--- config.mk ---
export PLATFORM = sky130hd
export DESIGN_NAME = trap_ret_unit
export DESIGN_NICKNAME = d
export VERILOG_FILES = /design/src/rtl/trap_ret_pkg.sv /design/src/rtl/trap_ret_check.sv /design/src/rtl/trap_ret_update.sv /design/src/rtl/trap_ret_unit.sv
export SDC_FILE = /design/constraint.sdc
export NUM_CORES = 1
export LEC_CHECK = 0
export ABC_CLOCK_PERIOD_IN_PS = 2600
export BUFFER_PORTS_ARGS = -buffer_cell sky130_fd_sc_hd__buf_2
export CORE_AREA = 2 2 124 126
export CTS_CLUSTER_DIAMETER = 50
export CTS_CLUSTER_SIZE = 24
export DETAILED_ROUTE_END_ITERATION = 6
export DIE_AREA = 0 0 126 128
export SETUP_SLACK_MARGIN = 0.2
export SLEW_MARGIN = 20
export SYNTH_ARGS = -nofsm -noshare
export SYNTH_HDL_FRONTEND = slang
export SYNTH_SLANG_ARGS = --single-unit
--- constraint.sdc ---
create_clock -name clk_i -period 2.6 [get_ports clk_i]
set_input_delay 0.13 -clock clk_i [delete_from_list [all_inputs] [get_ports clk_i]]
set_output_delay 0.13 -clock clk_i [all_outputs]
set_load 0.05 [all_outputs]
--- src/rtl/trap_ret_pkg.sv ---
package trap_ret_pkg;
  localparam logic [1:0] KIND_SRET  = 2'd0;
  localparam logic [1:0] KIND_MRET  = 2'd1;
  localparam logic [1:0] KIND_MNRET = 2'd2;

  localparam logic [1:0] PRIV_U = 2'd0;
  localparam logic [1:0] PRIV_S = 2'd1;
  localparam logic [1:0] PRIV_M = 2'd3;

  localparam int CAUSE_W = 5;
  localparam logic [CAUSE_W-1:0] CAUSE_MISALIGN = 5'd0;
  localparam logic [CAUSE_W-1:0] CAUSE_ACCESS   = 5'd1;
  localparam logic [CAUSE_W-1:0] CAUSE_ILLEGAL  = 5'd2;
  localparam logic [CAUSE_W-1:0] CAUSE_VIRT     = 5'd22;

  typedef struct packed {
    logic       sup_ie;
    logic       sup_pie;
    logic       sup_pp;
    logic       mach_ie;
    logic       mach_pie;
    logic [1:0] mach_pp;
    logic       mach_pv;
    logic       mod_priv;
    logic       sup_plp;
    logic       mach_plp;
    logic       sup_pv;
    logic       nmi_en;
    logic [1:0] nmi_pp;
    logic       nmi_pv;
    logic       nmi_plp;
  } stat_t;
endpackage

--- src/rtl/trap_ret_check.sv ---
module trap_ret_check
  import trap_ret_pkg::*;
#(
  parameter int PMP_CNT_W = 7
) (
  input  logic [1:0]         kind_i,
  input  logic [1:0]         priv_i,
  input  logic               virt_i,
  input  logic               has_c_i,
  input  logic               pmp_en_i,
  input  logic [PMP_CNT_W-1:0] pmp_rules_i,
  input  logic               trap_sret_i,
  input  logic               vtrap_sret_i,
  input  logic [1:0]         pc_low_i,
  input  logic [1:0]         tgt_priv_i,
  output logic               exc_o,
  output logic [CAUSE_W-1:0] cause_o
);
  logic misal;
  logic no_rules;

  assign misal    = !has_c_i && (pc_low_i != 2'b00);
  assign no_rules = pmp_en_i && (pmp_rules_i == '0);

  // priority order matters: first failing condition wins
  always_comb begin
    exc_o   = 1'b0;
    cause_o = CAUSE_MISALIGN;
    unique case (kind_i)
      KIND_SRET: begin
        if (priv_i < PRIV_S) begin
          exc_o = 1'b1; cause_o = CAUSE_ILLEGAL;
        end else if (misal) begin
          exc_o = 1'b1; cause_o = CAUSE_MISALIGN;
        end else if (trap_sret_i && priv_i != PRIV_M) begin
          exc_o = 1'b1; cause_o = CAUSE_ILLEGAL;
        end else if (virt_i && vtrap_sret_i) begin
          exc_o = 1'b1; cause_o = CAUSE_VIRT;
        end
      end
      KIND_MRET, KIND_MNRET: begin
        if (priv_i != PRIV_M) begin
          exc_o = 1'b1; cause_o = CAUSE_ILLEGAL;
        end else if (misal) begin
          exc_o = 1'b1; cause_o = CAUSE_MISALIGN;
        end else if (no_rules && tgt_priv_i != PRIV_M) begin
          exc_o = 1'b1; cause_o = CAUSE_ACCESS;
        end
      end
      default: begin
        exc_o = 1'b1; cause_o = CAUSE_ILLEGAL;
      end
    endcase
  end
endmodule

--- src/rtl/trap_ret_update.sv ---
module trap_ret_update
  import trap_ret_pkg::*;
(
  input  logic [1:0] kind_i,
  input  logic [1:0] priv_i,
  input  logic       virt_i,
  input  logic       has_u_i,
  input  logic       has_h_i,
  input  logic       new_spec_i,
  input  logic       fcfi_en_i,
  input  logic       lpad_i,
  input  stat_t      stat_i,
  output stat_t      stat_o,
  output logic [1:0] tgt_priv_o,
  output logic       virt_o,
  output logic       swap_o,
  output logic       lpad_o
);
  always_comb begin
    stat_o     = stat_i;
    tgt_priv_o = priv_i;
    virt_o     = virt_i;
    swap_o     = 1'b0;
    lpad_o     = lpad_i;
    unique case (kind_i)
      KIND_SRET: begin
        tgt_priv_o     = stat_i.sup_pp ? PRIV_S : PRIV_U;
        stat_o.sup_ie  = stat_i.sup_pie;
        stat_o.sup_pie = 1'b1;
        stat_o.sup_pp  = 1'b0;
        if (new_spec_i) stat_o.mod_priv = 1'b0;
        if (has_h_i && !virt_i) begin
          virt_o        = stat_i.sup_pv;
          stat_o.sup_pv = 1'b0;
          swap_o        = stat_i.sup_pv;
        end
        if (fcfi_en_i) lpad_o = stat_i.sup_plp;
        stat_o.sup_plp = 1'b0;
      end
      KIND_MRET: begin
        tgt_priv_o      = stat_i.mach_pp;
        virt_o          = stat_i.mach_pv && (stat_i.mach_pp != PRIV_M);
        stat_o.mach_ie  = stat_i.mach_pie;
        stat_o.mach_pie = 1'b1;
        stat_o.mach_pp  = has_u_i ? PRIV_U : PRIV_M;
        stat_o.mach_pv  = 1'b0;
        if (new_spec_i && stat_i.mach_pp != PRIV_M) stat_o.mod_priv = 1'b0;
        swap_o = has_h_i && stat_i.mach_pv && (stat_i.mach_pp != PRIV_M);
        if (fcfi_en_i) lpad_o = stat_i.mach_plp;
        stat_o.mach_plp = 1'b0;
      end
      KIND_MNRET: begin
        tgt_priv_o    = stat_i.nmi_pp;
        virt_o        = stat_i.nmi_pv && (stat_i.nmi_pp != PRIV_M);
        stat_o.nmi_en = 1'b1;
        if (stat_i.nmi_pp != PRIV_M) stat_o.mod_priv = 1'b0;
        swap_o = has_h_i && stat_i.nmi_pv && (stat_i.nmi_pp != PRIV_M);
        if (fcfi_en_i) lpad_o = stat_i.nmi_plp;
        stat_o.nmi_plp = 1'b0;
      end
      default: ;
    endcase
  end
endmodule

--- src/rtl/trap_ret_unit.sv ---
module trap_ret_unit
  import trap_ret_pkg::*;
#(
  parameter int XLEN      = 64,
  parameter int PMP_CNT_W = 7
) (
  input  logic                 clk_i,
  input  logic                 rst_ni,
  input  logic                 ret_valid_i,
  input  logic [1:0]           ret_kind_i,
  input  logic [1:0]           priv_i,
  input  logic                 virt_i,
  input  logic                 has_c_i,
  input  logic                 has_u_i,
  input  logic                 has_h_i,
  input  logic                 new_spec_i,
  input  logic                 pmp_en_i,
  input  logic [PMP_CNT_W-1:0] pmp_rules_i,
  input  logic                 fcfi_en_i,
  input  logic                 lpad_exp_i,
  input  logic [XLEN-1:0]      sup_epc_i,
  input  logic [XLEN-1:0]      mach_epc_i,
  input  logic [XLEN-1:0]      nmi_epc_i,
  input  logic                 sup_int_en_i,
  input  logic                 sup_prev_int_en_i,
  input  logic                 sup_prev_priv_i,
  input  logic                 mach_int_en_i,
  input  logic                 mach_prev_int_en_i,
  input  logic [1:0]           mach_prev_priv_i,
  input  logic                 mach_prev_virt_i,
  input  logic                 mod_priv_i,
  input  logic                 trap_sret_i,
  input  logic                 sup_prev_lpad_i,
  input  logic                 mach_prev_lpad_i,
  input  logic                 sup_prev_virt_i,
  input  logic                 vtrap_sret_i,
  input  logic                 nmi_en_i,
  input  logic [1:0]           nmi_prev_priv_i,
  input  logic                 nmi_prev_virt_i,
  input  logic                 nmi_prev_lpad_i,
  output logic                 commit_o,
  output logic                 exc_o,
  output logic [4:0]           exc_cause_o,
  output logic [1:0]           priv_o,
  output logic                 virt_o,
  output logic                 lpad_exp_o,
  output logic [XLEN-1:0]      ret_pc_o,
  output logic                 hyp_swap_o,
  output logic                 sup_int_en_o,
  output logic                 sup_prev_int_en_o,
  output logic                 sup_prev_priv_o,
  output logic                 mach_int_en_o,
  output logic                 mach_prev_int_en_o,
  output logic [1:0]           mach_prev_priv_o,
  output logic                 mach_prev_virt_o,
  output logic                 mod_priv_o,
  output logic                 sup_prev_lpad_o,
  output logic                 mach_prev_lpad_o,
  output logic                 sup_prev_virt_o,
  output logic                 nmi_en_o,
  output logic                 nmi_prev_lpad_o
);
  stat_t              stat_in, stat_upd, stat_q;
  logic [1:0]         tgt_priv;
  logic               upd_virt, upd_swap, upd_lpad;
  logic               chk_exc;
  logic [CAUSE_W-1:0] chk_cause;
  logic [XLEN-1:0]    sel_pc;

  assign stat_in = '{
    sup_ie:   sup_int_en_i,
    sup_pie:  sup_prev_int_en_i,
    sup_pp:   sup_prev_priv_i,
    mach_ie:  mach_int_en_i,
    mach_pie: mach_prev_int_en_i,
    mach_pp:  mach_prev_priv_i,
    mach_pv:  mach_prev_virt_i,
    mod_priv: mod_priv_i,
    sup_plp:  sup_prev_lpad_i,
    mach_plp: mach_prev_lpad_i,
    sup_pv:   sup_prev_virt_i,
    nmi_en:   nmi_en_i,
    nmi_pp:   nmi_prev_priv_i,
    nmi_pv:   nmi_prev_virt_i,
    nmi_plp:  nmi_prev_lpad_i
  };

  always_comb begin
    unique case (ret_kind_i)
      KIND_SRET:  sel_pc = sup_epc_i;
      KIND_MRET:  sel_pc = mach_epc_i;
      KIND_MNRET: sel_pc = nmi_epc_i;
      default:    sel_pc = mach_epc_i;
    endcase
  end

  trap_ret_update u_update (
    .kind_i     (ret_kind_i),
    .priv_i     (priv_i),
    .virt_i     (virt_i),
    .has_u_i    (has_u_i),
    .has_h_i    (has_h_i),
    .new_spec_i (new_spec_i),
    .fcfi_en_i  (fcfi_en_i),
    .lpad_i     (lpad_exp_i),
    .stat_i     (stat_in),
    .stat_o     (stat_upd),
    .tgt_priv_o (tgt_priv),
    .virt_o     (upd_virt),
    .swap_o     (upd_swap),
    .lpad_o     (upd_lpad)
  );

  trap_ret_check #(.PMP_CNT_W(PMP_CNT_W)) u_check (
    .kind_i       (ret_kind_i),
    .priv_i       (priv_i),
    .virt_i       (virt_i),
    .has_c_i      (has_c_i),
    .pmp_en_i     (pmp_en_i),
    .pmp_rules_i  (pmp_rules_i),
    .trap_sret_i  (trap_sret_i),
    .vtrap_sret_i (vtrap_sret_i),
    .pc_low_i     (sel_pc[1:0]),
    .tgt_priv_i   (tgt_priv),
    .exc_o        (chk_exc),
    .cause_o      (chk_cause)
  );

  // single commit point: everything lands on the edge after the strobe
  always_ff @(posedge clk_i or negedge rst_ni) begin
    if (!rst_ni) begin
      commit_o    <= 1'b0;
      exc_o       <= 1'b0;
      exc_cause_o <= '0;
      priv_o      <= PRIV_M;
      virt_o      <= 1'b0;
      lpad_exp_o  <= 1'b0;
      ret_pc_o    <= '0;
      hyp_swap_o  <= 1'b0;
      stat_q      <= '0;
    end else begin
      commit_o   <= ret_valid_i && !chk_exc;
      exc_o      <= ret_valid_i && chk_exc;
      hyp_swap_o <= ret_valid_i && !chk_exc && upd_swap;
      if (ret_valid_i) begin
        exc_cause_o <= chk_exc ? chk_cause : '0;
        ret_pc_o    <= sel_pc;
        if (chk_exc) begin
          priv_o     <= priv_i;
          virt_o     <= virt_i;
          lpad_exp_o <= lpad_exp_i;
          stat_q     <= stat_in;
        end else begin
          priv_o     <= tgt_priv;
          virt_o     <= upd_virt;
          lpad_exp_o <= upd_lpad;
          stat_q     <= stat_upd;
        end
      end
    end
  end

  assign sup_int_en_o       = stat_q.sup_ie;
  assign sup_prev_int_en_o  = stat_q.sup_pie;
  assign sup_prev_priv_o    = stat_q.sup_pp;
  assign mach_int_en_o      = stat_q.mach_ie;
  assign mach_prev_int_en_o = stat_q.mach_pie;
  assign mach_prev_priv_o   = stat_q.mach_pp;
  assign mach_prev_virt_o   = stat_q.mach_pv;
  assign mod_priv_o         = stat_q.mod_priv;
  assign sup_prev_lpad_o    = stat_q.sup_plp;
  assign mach_prev_lpad_o   = stat_q.mach_plp;
  assign sup_prev_virt_o    = stat_q.sup_pv;
  assign nmi_en_o           = stat_q.nmi_en;
  assign nmi_prev_lpad_o    = stat_q.nmi_plp;

  a_r1_one_result: assert property (@(posedge clk_i) disable iff (!rst_ni)
    ret_valid_i |=> (commit_o != exc_o));
  a_r1_idle: assert property (@(posedge clk_i) disable iff (!rst_ni)
    !ret_valid_i |=> (!commit_o && !exc_o));
  a_r12_no_change: assert property (@(posedge clk_i) disable iff (!rst_ni)
    ret_valid_i && chk_exc |=> (priv_o == $past(priv_i)) && (virt_o == $past(virt_i))
                              && !hyp_swap_o);
  a_r3_misaligned: assert property (@(posedge clk_i) disable iff (!rst_ni)
    ret_valid_i && ret_kind_i == KIND_MRET && priv_i == PRIV_M && !has_c_i
      && mach_epc_i[1:0] != 2'b00 |=> exc_o && exc_cause_o == CAUSE_MISALIGN);
  a_r6_need_machine: assert property (@(posedge clk_i) disable iff (!rst_ni)
    ret_valid_i && ret_kind_i != KIND_SRET && priv_i != PRIV_M
      |=> exc_o && exc_cause_o == CAUSE_ILLEGAL);
  a_r4_sret_fields: assert property (@(posedge clk_i) disable iff (!rst_ni)
    ret_valid_i && ret_kind_i == KIND_SRET |=> exc_o || (sup_prev_int_en_o && !sup_prev_priv_o));
  a_r8_mret_fields: assert property (@(posedge clk_i) disable iff (!rst_ni)
    ret_valid_i && ret_kind_i == KIND_MRET |=> exc_o || (mach_prev_int_en_o && !mach_prev_virt_o));
  a_r10_nmi_enable: assert property (@(posedge clk_i) disable iff (!rst_ni)
    ret_valid_i && ret_kind_i == KIND_MNRET |=> exc_o || (nmi_en_o && !nmi_prev_lpad_o));
  a_r9_swap_virt: assert property (@(posedge clk_i) disable iff (!rst_ni)
    hyp_swap_o |-> commit_o && virt_o);
endmodule

==> flow_summary.yaml, run 1 <==
sta:
  hold_ws_ns: 0.0258
  rsz0062_at_grt: "no"
  slew_violations: 0
  setup_slack_ns: 0.696
  worst_pin_slew_ns: 0.708
  max_freq_mhz: 525
  hold_viol: 0
  period_minus_slack_ns: 1.90
  fin_setup_tns_ns: 0
  fin_worst_skew_ns: 0
  slew_headroom_pct: 52.8
  finalSetupViolCount: 0
  timing.final.crit_share_pct: 73.2
setup_path:
  reg2reg_from: "mach_int_en_o"
  cp-endpoint: "lpad_exp_o"
  crit_start: "ret_kind_i[0]"
  crit_arrival_ns: 2.13
  reg2regPathDepth: 2
  path_class: "in -> reg"
  worst_setup_path_end_kind: "flip-flop"
  worst-path-max-fanout: 34
  r2r_end: "mach_int_en_o"
  critPathLaunchType: "input pin"
  reg2reg_slack_ns: 1.71
  crit_required_ns: 2.83
pwr:
  p_int_mw: 2.69
  p_switching_mw: 1.60
  p_leak_nw: 3.30
  power_frac_clock_pct: 29.4
  irDropWorstVdd_uv: 369
  sequentialPowerShare_pct: 37.6
  combPwrFrac_pct: 33.0
  power.density_nw_per_um2: 648
  switching_share_pct: 37.4
  finalPower_mw: 4.29
finish:
  design_area_um2: 6630
  syn2layout_area_growth_pct: 45.5
  drive_gt1_share_pct: 44.2
  fin_util_pct: 44.6
  finalNetCount: 1048
  diodes: 0
  fin_cells: 1003
yosys:
  ys_seq_area_share_pct: 48.4
  yosys.area.top_type_share_pct: 47.3
  synth.area.top_cells: "dfrtp_1, a22oi_1, a31oi_1, nor2_1, nand2_1"
  syn_inst: 514
  synth_top_area_cell: "dfrtp_1"
  avgSynthCellArea_um2: 8.86
  yosysWarnings: 0
  ys.flop_type: "dfrtp_1"
  async_flop_share_pct: 100
  synth_seq_cells: 88
  syn_nets: 751
  synth_enable_flop_cells: 0
  syn_area_um2: 4550
  synth_cell_types: 49
place:
  port_buffers: 321
  place_area_um2: 6320
  hpwl_um: 12100
  dp_cells: 987
  place_congestion: 0.839
  pre_cts_slack_ns: 0.344
hold_path:
  holdPathStages: 3
  min_path_type: "in -> reg"
clock_tree:
  htreeDepth: 3
  cts.sinks: 88
  clk_latency_ns: 0.34
  clock_path_buffers: 2
  cts_setup_buffers: 0
  cts_hold_buffers: 1
  clock-root-buffer: "clkbuf_16"
  path_clk_slew_ns: 0.06
  cts_made_buffers: 9
  cts-resized-gates: 0
  cts_tree: "built"
routing:
  drc: 0
  vias: 5036
  detail_route.wl_per_cell_um: 15.7
  drtIter0Drc: 411
  drt-total-wl_um: 15700
  drtAntennaViolNets: 0
  firstDrtPassIters: 5
  viasPerCell: 5.02
floorplan:
  core-area_um2: 14900
  pin_count: 323
  die_area_um2: 16100
  initial_utilization_pct: 30.6
  die_h_um: 128
  die_x_um: 126
  row_count: 45
global_route:
  grt_first_pass_wirelength_um: 24800
  grt_usage_pct: 19.1
  antenna_found_initial: 0
  grt_pass1_vias: 4810
  grt-ovfl-total: 0
  grt_max_degree: 75
status:
  status: "completed"
flow_run:
  cap_violations: 0
cell families after synthesis:
kind of cell	count (synthesis)	share of synthesized area, %
compound gates	185	29.2
buf+inv	62	5.66
other cells	1	0.0823
flops	88	48.4
simple gates	174	15.5
fa+ha+maj	4	1.10
cell usage after synthesis (2+ instances only):
cell       count
dfrtp_1       86
nor2_1        78
nand2_1       72
a31oi_1       66
a22oi_1       63
clkbuf_1      32
inv_1         14
a21oi_1       13
buf_1          7
nand3_1        6
nor3_1         6
a22o_1         5
buf_2          5
a21o_1         4
ha_1           4
o21ai_0        4
o2bb2ai_1      4
buf_4          3
o31a_1         3
a21oi_4        2
a221o_1        2
a311oi_1       2
a31o_2         2
and3_1         2
dfstp_2        2
nor4_1         2
nor4b_1        2
o211ai_1       2
flip-flops by register name (all words and copies together) (netlist names), 2 cells and up:
signal,cells
ret_pc_o,64
exc_cause_o,3
mach_prev_priv_o,2
priv_o,2
power by group through the flow:
stage | logic, mW | clock network, mW | registers [mW]
finish | 1.42 | 1.26 | 1.61
global route | 1.52 | 1.36 | 1.63
CTS | 1.43 | 1.30 | 1.61
detailed placement | 1.43 | 0 | 1.64
global placement | 1.42 | 0 | 1.63
floorplan | 0.367 | 0 | 2.19
layer usage:
layer	wire length [µm]	GRT usage [%]	share of wire, %
met3	1010	3.26	6.4
met4	209	5.75	1.3
met2	7660	31.8	49
met1	6840	25.4	44
met5	0	0	0
cell type report:
type	instances	area, µm²
Timing Repair Buffer	334	1740
Multi-Input combinational cell	364	2100
Tap cell	188	235
Sequential cell	88	2200
Clock inverter	2	12.5
Fill cell	1525	8240
Clock buffer	13	280
Inverter	14	52.6
critical path: stages:
cell	delay (ns)
buf_2	0.11
inv_1	0.08
ha_2	0.29
buf_4	0.37
a31o_2	0.23
or2_1	0.11
a21o_1	0.35
nor2_1	0.14
a221o_1	0.31
worst min path at each step:
stage,start,end,slack (ns)
finish,mod_priv_i,mod_priv_o,0.03
global route,mach_epc_i[15],ret_pc_o[15],0.04
CTS,sup_prev_int_en_i,sup_prev_int_en_o,0.02
detailed placement,rst_ni,ret_pc_o[48],0.14
global placement,rst_ni,ret_pc_o[48],0.14
floorplan,rst_ni,commit_o,-0.17
cell usage in the layout, fill, tap and decap left out, types with 9 or more instances in the layout:
cell         n
a21oi_1     13
a22oi_1     63
a31oi_1     66
buf_2      319
buf_4       12
clkbuf_16    9
dfrtp_1     86
inv_1       14
nand2_1     72
nor2_1      77
(Power assumes the default switching activity.)
==> inputs of run 2 (changes only) <==
Settings changed: ABC_CLOCK_PERIOD_IN_PS 2600 to 1950.
Clock period 2.6 ns to 1.95 ns, I/O delays scaled along.
==> flow_summary.yaml, run 2 (synthesized netlist as in run 1, its figures left out) <==
finish:
  fin_cells: 1061
  final_common_cell: "buf_2"
  largestRegisters: "ret_pc_o: 64 flops, exc_cause_o: 3 flops"
  largest_reg_flops: 64
  syn2layout_area_growth_pct: 60.5
  finalNetCount: 1105
  drive_gt1_share_pct: 44.7
  final.fill_count: 1470
  top_register: "ret_pc_o"
  diodes: 0
  mostFrequentLayoutCells: "buf_2, dfrtp_1, nor2_1, nand2_1, a31oi_1"
clock_tree:
  cts_tree: "built"
  clock-root-buffer: "clkbuf_16"
  htreeDepth: 3
  path_clk_slew_ns: 0.06
  clk_latency_ns: 0.33
  cts_made_buffers: 9
  clock_path_buffers: 2
  cts.sinks: 88
sta:
  rsz0062_at_grt: "no"
  period_minus_slack_ns: 1.71
  hold_viol: 0
  hold_ws_ns: 0.0182
  max_freq_mhz: 583
  timing.final.crit_share_pct: 87.9
  fin_setup_tns_ns: 0
  slew_violations: 0
  fin_worst_skew_ns: 0
  finalSetupViolCount: 0
routing:
  vias: 5256
  drtIter0Drc: 264
  drc: 0
  viasPerCell: 4.95
  drt-total-wl_um: 16700
  detail_route.wl_per_cell_um: 15.7
  drtAntennaViolNets: 0
  firstDrtPassIters: 5
floorplan:
  row_count: 45
  die_area_um2: 16100
  die_h_um: 128
  pin_count: 323
  core-area_um2: 14900
  die_x_um: 126
  initial_utilization_pct: 30.6
place:
  dp_cells: 1006
  hpwl_um: 12400
  place_congestion: 0.875
  port_buffers: 321
flow_run:
  cap_violations: 0
global_route:
  antenna_found_initial: 0
  grt_first_pass_wirelength_um: 25900
  grt-ovfl-total: 0
  grt_pass1_vias: 5147
  grt_max_degree: 91
  grt_usage_pct: 20.2
pwr:
  power.density_nw_per_um2: 826
  finalPower_mw: 6.04
  irDropWorstVdd_uv: 434
  p_leak_nw: 3.60
setup_path:
  reg2reg_from: "mach_int_en_o"
  r2r_end: "mach_int_en_o"
  worst-path-max-fanout: 8
  cpLargestDelayFamily: "compound AO/OA/AOI/OAI gates"
  path_class: "in -> reg"
  cp_common_cell: "o31a_1"
  cp_num_buf_inv: 2
  critPathLaunchType: "input pin"
  slowest_delay_ns: 0.34
  crit_required_ns: 2.18
  path_cells: "buf_12 -> inv_16 -> ha_4 -> a21oi_2 -> a22o_1 -> o211a_1 -> o31a_1 -> o31a_1 -> a221o_1"
  reg2regPathDepth: 2
  worst_setup_path_end_kind: "flip-flop"
  crit_arrival_ns: 1.94
  crit_slowest_cell: "o31a_1"
  reg2reg_slack_ns: 1.03
hold_path:
  hold-path-endpoint: "ret_pc_o[63]"
  min_path_type: "in -> reg"
  min_from: "mach_epc_i[63]"
  holdPathStages: 3
status:
  status: "completed"
run 2: cell types whose count changed in the layout (fill, tap and decap cells not counted), moves of 3 or more:
cell,delta
dlygate4sd3_1,+33
buf_4,+20
ha_4,+4
buf_12,+3
clkbuf_1,+3
clkbuf_8,-3
run 2: timing repair:
action / 4_1_cts / 5_1_grt
hold endpoints to repair: 119 / 0
hold buffers: 34 / 0
buffers inserted: 2 / 3
setup endpoints to repair: 6 / 14
pin swaps: 0 / 7
gates resized for setup: 4 / 8
run 2: power breakdown:
part	switching [mW]	internal [mW]	leakage [nW]
clock	0.687	1.16	0.154
sequential	0.119	2.04	1.01
combinational	1.38	0.658	2.43
run 2: metrics by stage:
| step | worst slack (ns) | cell area [µm²] | utilization (%) |
|---|---|---|---|
| final | 0.236 | 7310 | 49.2 |
| after detailed placement | -0.251 | 6540 | 44.0 |
| after CTS | 0.207 | 7250 | 48.7 |
| after global routing | 0.198 | 7310 | 49.2 |
| after global placement | -0.214 | 6540 | 44.0 |
| after floorplan | 0.0649 | 4650 | - |
run 2: layer usage:
metal	vias up	routed length [µm]	GRT usage, %
li1	2588	-	-
met1	2399	6810	24.3
met2	246	8350	35.2
met3	23	1140	4.01
met4	0	396	8.40
met5	-	0	0
run 2: tightest hold or removal path, delay by kind of cell:
family,cells,cell delay (ns)
buffers and inverters,1,0.09
AND/OR/NAND/NOR,1,0.05
AO/OA/AOI/OAI,1,0.08
run 2: worst max-delay path by stage:
stage                        end  depth (start not counted)  slack, ns     startpoint
global route          lpad_exp_o                         11       0.20  ret_kind_i[0]
detailed placement  sup_int_en_o                          8      -0.25  ret_kind_i[1]
global placement    sup_int_en_o                          8      -0.21  ret_kind_i[1]
floorplan           sup_int_en_o                          9       0.06  ret_kind_i[1]
CTS                    priv_o[0]                         10       0.21  ret_kind_i[0]
finish              sup_int_en_o                          9       0.24  ret_kind_i[1]
run 2: layout make-up:
type                       instances  area (µm²)  share of cell area (%)
timing repair buffer             391        2300                    31.5
inverter                          14        73.8                    1.01
clock inverter                     3        65.1                   0.890
sequential                        88        2200                    30.2
multi-input combinational        364        2180                    29.8
tap                              188         235                    3.22
clock buffer                      13         250                    3.42
